--- src/rtl/chop_pkg.sv ---
package chop_pkg;
  typedef enum logic [2:0] {
    PH_OFF   = 3'd0,
    PH_DRIVE = 3'd1,
    PH_FASTF = 3'd2,
    PH_FASTM = 3'd3,
    PH_SLOW  = 3'd4,
    PH_COAST = 3'd5
  } phase_t;

  localparam logic [1:0] DK_SLOW = 2'b00;
  localparam logic [1:0] DK_FAST = 2'b11;
endpackage

--- src/rtl/chop_timer.sv ---
module chop_timer #(
  parameter int PERIOD_CYC = 1667,
  localparam int CW = $clog2(PERIOD_CYC)
) (
  input  logic          clk,
  input  logic          rst,
  input  logic          en,
  output logic [CW-1:0] cnt,
  output logic [CW-1:0] cnt_nxt,
  output logic          wrap
);
  localparam logic [CW-1:0] LAST = CW'(PERIOD_CYC - 1);

  assign wrap    = (cnt == LAST);
  assign cnt_nxt = wrap ? '0 : cnt + 1'b1;

  always_ff @(posedge clk) begin
    if (rst || !en) cnt <= LAST;
    else            cnt <= cnt_nxt;
  end

  p_cnt_range_r2: assert property (@(posedge clk) disable iff (rst)
    cnt <= LAST);
  p_cnt_step_r2: assert property (@(posedge clk) disable iff (rst)
    (en && !wrap) |=> (cnt == $past(cnt) + 1'b1) || !$past(en));
endmodule

--- src/rtl/chop_seq.sv ---
module chop_seq
  import chop_pkg::*;
#(
  parameter int PERIOD_CYC = 1667,
  parameter int BLANK_CYC  = 208,
  localparam int CW      = $clog2(PERIOD_CYC),
  localparam int MIX_CYC = (3 * PERIOD_CYC) / 4
) (
  input  logic          clk,
  input  logic          rst,
  input  logic          en,
  input  logic [CW-1:0] cnt,
  input  logic [CW-1:0] cnt_nxt,
  input  logic          wrap,
  input  logic          trip,
  input  logic          zero_i,
  input  logic          falling,
  input  logic [1:0]    decay_sel,
  input  logic          zero_cmd,
  input  logic          pol,
  output phase_t        ph_q,
  output phase_t        ph_n,
  output logic          pol_n
);
  localparam logic [CW-1:0] BLANK_LAST = CW'(BLANK_CYC - 1);
  localparam logic [CW-1:0] MIX_PT     = CW'(MIX_CYC);

  logic   pol_q;
  phase_t decay_entry;

  always_comb begin
    if (decay_sel == DK_SLOW)      decay_entry = PH_SLOW;
    else if (decay_sel == DK_FAST) decay_entry = PH_FASTF;
    else if (falling && cnt_nxt < MIX_PT) decay_entry = PH_FASTM;
    else                           decay_entry = PH_SLOW;
  end

  always_comb begin
    pol_n = pol_q;
    ph_n  = ph_q;
    if (!en) begin
      ph_n = PH_OFF;
    end else if (wrap) begin
      ph_n  = zero_cmd ? PH_OFF : PH_DRIVE;
      pol_n = pol;
    end else begin
      unique case (ph_q)
        PH_DRIVE: if (trip && cnt >= BLANK_LAST) ph_n = decay_entry;
        PH_FASTF: if (zero_i) ph_n = PH_COAST;
        PH_FASTM: if (zero_i) ph_n = PH_COAST;
                  else if (cnt_nxt >= MIX_PT) ph_n = PH_SLOW;
        default:  ph_n = ph_q;
      endcase
    end
  end

  always_ff @(posedge clk) begin
    if (rst) begin
      ph_q  <= PH_OFF;
      pol_q <= 1'b0;
    end else begin
      ph_q  <= ph_n;
      pol_q <= pol_n;
    end
  end

  p_blank_hold_r3: assert property (@(posedge clk) disable iff (rst)
    (en && ph_q == PH_DRIVE && cnt < BLANK_LAST) |=> ph_q == PH_DRIVE);
  p_start_drive_r2: assert property (@(posedge clk) disable iff (rst)
    (en && wrap && !zero_cmd) |=> ph_q == PH_DRIVE);
  p_zero_cmd_off_r9: assert property (@(posedge clk) disable iff (rst)
    (en && wrap && zero_cmd) |=> ph_q == PH_OFF);
  p_slow_stays_r5: assert property (@(posedge clk) disable iff (rst)
    (en && !wrap && ph_q == PH_SLOW) |=> ph_q == PH_SLOW);
  p_pol_stable_r10: assert property (@(posedge clk) disable iff (rst)
    !wrap |=> $stable(pol_q));
  p_mix_window_r7: assert property (@(posedge clk) disable iff (rst)
    ph_q == PH_FASTM |-> cnt < MIX_PT);
endmodule

--- src/rtl/chop_gates.sv ---
module chop_gates
  import chop_pkg::*;
(
  input  logic   clk,
  input  logic   rst,
  input  phase_t ph_n,
  input  logic   pol_n,
  output logic   hs_a,
  output logic   ls_a,
  output logic   hs_b,
  output logic   ls_b
);
  logic [3:0] g_n;  // {hs_a, ls_a, hs_b, ls_b}

  always_comb begin
    unique case (ph_n)
      PH_DRIVE:          g_n = pol_n ? 4'b1001 : 4'b0110;
      PH_FASTF, PH_FASTM: g_n = pol_n ? 4'b0110 : 4'b1001;
      PH_SLOW:           g_n = 4'b0101;
      default:           g_n = 4'b0000;
    endcase
  end

  always_ff @(posedge clk) begin
    if (rst) {hs_a, ls_a, hs_b, ls_b} <= 4'b0000;
    else     {hs_a, ls_a, hs_b, ls_b} <= g_n;
  end

  p_no_shoot_r8: assert property (@(posedge clk) disable iff (rst)
    !(hs_a && ls_a) && !(hs_b && ls_b));
  p_slow_lowside_r5: assert property (@(posedge clk) disable iff (rst)
    (ph_n == PH_SLOW) |=> (ls_a && ls_b && !hs_a && !hs_b));
endmodule

--- src/rtl/chop_ctrl.sv ---
module chop_ctrl
  import chop_pkg::*;
#(
  parameter int PERIOD_CYC = 1667,
  parameter int BLANK_CYC  = 208,
  localparam int CW = $clog2(PERIOD_CYC)
) (
  input  logic       clk,
  input  logic       rst,
  input  logic       en,
  input  logic       pol,
  input  logic       falling,
  input  logic       zero_i,
  input  logic       trip,
  input  logic [1:0] decay_sel,
  input  logic       zero_cmd,
  output logic       hs_a,
  output logic       ls_a,
  output logic       hs_b,
  output logic       ls_b
);
  logic [CW-1:0] cnt, cnt_nxt;
  logic          wrap;
  phase_t        ph_q, ph_n;
  logic          pol_n;

  chop_timer #(.PERIOD_CYC(PERIOD_CYC)) u_timer (
    .clk(clk), .rst(rst), .en(en),
    .cnt(cnt), .cnt_nxt(cnt_nxt), .wrap(wrap)
  );

  chop_seq #(.PERIOD_CYC(PERIOD_CYC), .BLANK_CYC(BLANK_CYC)) u_seq (
    .clk(clk), .rst(rst), .en(en),
    .cnt(cnt), .cnt_nxt(cnt_nxt), .wrap(wrap),
    .trip(trip), .zero_i(zero_i), .falling(falling),
    .decay_sel(decay_sel), .zero_cmd(zero_cmd), .pol(pol),
    .ph_q(ph_q), .ph_n(ph_n), .pol_n(pol_n)
  );

  chop_gates u_gates (
    .clk(clk), .rst(rst), .ph_n(ph_n), .pol_n(pol_n),
    .hs_a(hs_a), .ls_a(ls_a), .hs_b(hs_b), .ls_b(ls_b)
  );

  p_dis_off_r1: assert property (@(posedge clk) disable iff (rst)
    !en |=> !(hs_a || ls_a || hs_b || ls_b));
  p_cmd_zero_off_r9: assert property (@(posedge clk) disable iff (rst)
    (ph_q == PH_OFF) |-> !(hs_a || ls_a || hs_b || ls_b));
endmodule

--- config.mk ---
export PLATFORM = sky130hd
export DESIGN_NAME = chop_ctrl
export DESIGN_NICKNAME = d
export VERILOG_FILES = /design/src/rtl/chop_pkg.sv /design/src/rtl/chop_timer.sv /design/src/rtl/chop_seq.sv /design/src/rtl/chop_gates.sv /design/src/rtl/chop_ctrl.sv
export SDC_FILE = /design/constraint.sdc
export NUM_CORES = 1
export LEC_CHECK = 0
export BUFFER_PORTS_ARGS = -buffer_cell sky130_fd_sc_hd__buf_2
export CAP_MARGIN = 20
export CORE_MARGIN = 2
export CORE_UTILIZATION = 30
export CTS_CLUSTER_DIAMETER = 40
export DETAILED_ROUTE_END_ITERATION = 16
export SYNTH_ARGS = -nofsm -noshare
export SYNTH_HDL_FRONTEND = slang
export SYNTH_SLANG_ARGS = --single-unit
--- constraint.sdc ---
create_clock -name clk -period 2.3 [get_ports clk]
set_clock_uncertainty 0.15 [all_clocks]
set_input_delay 0.69 -clock clk [delete_from_list [all_inputs] [get_ports clk]]
set_output_delay 0.69 -clock clk [all_outputs]
set_load 0.1 [all_outputs]
==> summary.md <==
| Metric | Value |
|---|---|
| Async SR Flop Fraction | `0%` |
| Final WS setup | `-0.007590 ns` |
| Endpoint with the worst hold slack | `u_timer.cnt[5]$_SDFF_PP0_` |
| RSZ-0062 raised after global routing | `true` |
| Sw Share | `37.71%` |
| Status | `finished with violations` |
| VDD IR-drop max | `0.3422 mV` |
| CP Launch Type | `register` |
| Via density | `5.182` |
| Top cells by area, synth | `dfxtp_1 (29%), nor2_1 (4.7%), nand3_1 (4.3%)` |
| Cells after synthesis | `150` |
| Reg power frac | `35.2%` |
| Die Ht | `69.58 µm` |
| Critical path endpoint category | `register` |
| Horiz. Die Dim | `69.58 µm` |
| Layout cells sized above 1 | `48.28%` |
| Fin nets | `216` |
| Clock Latency Late Sink | `0.27 ns` |
| Post-synth top area cell | `dfxtp_1` |
| Most common cell after layout, fill and taps aside | `buf_4` |
| Post-Syn Nets | `162` |
| Clock network fraction of total power | `24.2%` |
| Final instance count without filler cells | `253` |
| Number of synthesized flops with an enable pin | `0` |
| Core area | `4058 µm²` |
| Post-synthesis sequential area ratio | `29.49%` |
| HP Class | `reg -> reg` |
| Wire per inst | `13.38 µm` |
| Most frequent cells in the layout | `buf_4 (40), nor2_1 (15), buf_2 (13)` |
| RR Startpoint | `u_timer.cnt[1]$_SDFF_PP1_` |
| Pleak | `0.7468 nW` |
| Hold path cells | `2` |
| Int Pwr | `0.6610 mW` |
| Max frequency | `0.4334 GHz` |
| Inserted Clock Buffers | `3` |
| GRT Util Overall | `14.97%` |
| Setup CP Type | `reg -> reg` |
| Slew HR | `67.71%` |
| DR vias | `1311` |
| Max cap viols | `0` |
| Synth cell types | `49` |
| Synthesized area | `1290 µm²` |
| Row Count | `23` |
| Port buffer count | `13` |
| Root Buffer | `clkbuf_8` |
| H-Tree Depth | `1` |
| IO Count | `14` |
| CP Data Required Time | `2.33 ns` |
| Clk buf depth | `2` |
| Met2 Wirelength | `1731 µm` |
| Final std cell area, no fill | `1868 µm²` |
| Failing checks | `setup timing` |
| Clock Pin Slew Worst Setup and Hold Paths | `0.08 ns` |
| Mean area per synthesized cell | `8.600 µm²` |
| Largest net degree at the start of global routing | `13` |
| Detailed Place HPWL | `2442 µm` |
| Met1 wire length | `1482 µm` |
| Residual DRC | `0` |
| # hold bufs at CTS | `0` |
| Area share of the largest cell type after synthesis | `29.49%` |
| Top FF cell, synth | `dfxtp_1` |
| CP max FO | `5` |
| Drt pass-1 iters | `4` |
| Setup violators final | `1` |
| Full die area | `4841 µm²` |
| Highest routed layer | `met4` |
| Final period util | `100.3%` |
| Hold Path Origin | `u_timer.cnt[5]$_SDFF_PP0_` |
| Crit path DAT | `2.34 ns` |
| Routability cong. | `0.8074` |
| R2r setup slk | `-0.008 ns` |
| Clock sinks | `19` |
| Area Growth Syn to Fin | `44.81%` |
| Synth warn | `0` |
| R2R depth | `10` |
| Worst Tran Pin Value | `0.4878 ns` |
| DP Cell Count | `242` |
| Initial antenna violation count | `0` |
| Routed wl met3 | `140 µm` |
| First-pass GRT wire length | `5844 µm` |
| Final Max Slew Viols | `0` |
| Detailed Route Iter0 Violations | `48` |
| Ant. Diodes | `0` |
| Vias in the first global route | `1289` |
| Combinational Power Share | `40.6%` |
| Grt ovf | `0` |
| Initial Util | `31.79%` |
| Endpoints failing hold | `0` |
| TritonCTS clock tree | `built` |
| Psw | `0.4002 mW` |
| Fin crit period | `2.308 ns` |
| Area after DPL | `1663 µm²` |
| PD cells | `568.1 nW/µm²` |
| Total wire length | `3386 µm` |
| Reg-to-reg endpoint | `u_gates.ls_b$_SDFF_PP0_` |
| Post-route ant nets | `0` |
| Flop and latch count out of synthesis | `19` |
[critical path: stages, from the launching register on]
cell       delay [ns]
dfxtp_4          0.37
ha_4             0.18
a21oi_4          0.13
nor2_2           0.07
o21a_2           0.23
a311o_1          0.28
a21oi_2          0.20
a2bb2oi_4        0.20
buf_6            0.13
nand3_1          0.08
a311oi_2         0.20
[what timing repair did]
item                                    in CTS  in global routing
endpoints found under the setup margin       3                  4
gates resized for setup                     19                 10
pin swaps                                   10                 12
buffers inserted                             6                  1
[through the flow]
stage | total power [mW] | util [%] | hold WS [ns] | worst slack, ns | setup TNS [ns]
after floorplan | 0.6330 | - | 0.4176 | 0.01905 | 0
after global placement | 0.7595 | 40.98 | 0.4303 | -0.1938 | -0.2728
after detailed placement | 0.7603 | 40.98 | 0.4395 | -0.1834 | -0.2902
after CTS | 1.058 | 45.08 | 0.4054 | -0.02341 | -0.02762
after global routing | 1.118 | 46.04 | 0.4679 | -0.1196 | -0.2691
final | 1.061 | 46.04 | 0.4197 | -0.007590 | -0.007590
[power groups by stage]
stage / clock network, mW / registers [mW] / logic [mW]
3_5_place_dp: 0 / 0.381 / 0.379
2_1_floorplan: 0 / 0.438 / 0.195
6_report: 0.257 / 0.374 / 0.430
4_1_cts: 0.262 / 0.374 / 0.422
5_1_grt: 0.275 / 0.377 / 0.465
3_3_place_gp: 0 / 0.382 / 0.377
[worst max path at each step]
stage                         startpoint                      end  depth (start not counted)
2_1_floorplan  u_timer.cnt[1]$_SDFF_PP1_  u_gates.ls_a$_SDFF_PP0_                          9
6_report       u_timer.cnt[1]$_SDFF_PP1_  u_gates.ls_b$_SDFF_PP0_                         10
4_1_cts        u_timer.cnt[2]$_SDFF_PP0_  u_gates.ls_b$_SDFF_PP0_                          8
3_3_place_gp   u_timer.cnt[1]$_SDFF_PP1_  u_gates.ls_b$_SDFF_PP0_                         10
5_1_grt        u_timer.cnt[0]$_SDFF_PP0_  u_gates.ls_b$_SDFF_PP0_                         11
3_5_place_dp   u_timer.cnt[1]$_SDFF_PP1_  u_gates.ls_b$_SDFF_PP0_                         10
[synth_stat cells (all sizes together) (4+ instances only)]
| cell type | count |
|---|---|
| dfxtp | 19 |
| nor2 | 16 |
| nand2 | 15 |
| nand3 | 11 |
| a21oi | 10 |
| o21ai | 8 |
| buf | 7 |
| nor3 | 6 |
| xor2 | 5 |
| nand2b | 4 |
| xnor2 | 4 |
[metal layers]
| metal | up-vias | GRT usage [%] |
|---|---|---|
| li1 | 651 | - |
| met1 | 621 | 18.54 |
| met2 | 35 | 25.43 |
| met3 | 4 | 3.198 |
| met4 | 0 | 5.447 |
| met5 | - | 0 |
[cell families (layout without fill, tap and decap cells)]
group	after synthesis	in the layout	synth area share, %
multiplexers	1	1	0.7760
XOR/XNOR	9	9	6.110
AO/OA/AOI/OAI	40	40	25.90
adder cells (fa/ha/maj)	2	2	1.940
flip-flops	19	19	29.49
buffers and inverters	12	65	6.013
AND/OR/NAND/NOR	67	67	29.78
[cell type report]
class / instances / area, µm²
Sequential cell: 19 / 394.1
Clock buffer: 3 / 41.29
Multi-Input combinational cell: 119 / 920.9
Fill cell: 386 / 2190
Inverter: 3 / 11.26
Tap cell: 50 / 62.56
Clock inverter: 1 / 7.507
Timing Repair Buffer: 58 / 430.4
[registers in the layout, indices dropped and copies added, names as in the netlist]
register / flops
u_seq.ph_q: 3
u_timer.cnt: 11
u_gates.ls_a: 1
u_gates.hs_b: 1
u_seq.pol_q: 1
u_gates.hs_a: 1
u_gates.ls_b: 1
Note: power is estimated with default switching activity, not from simulation.
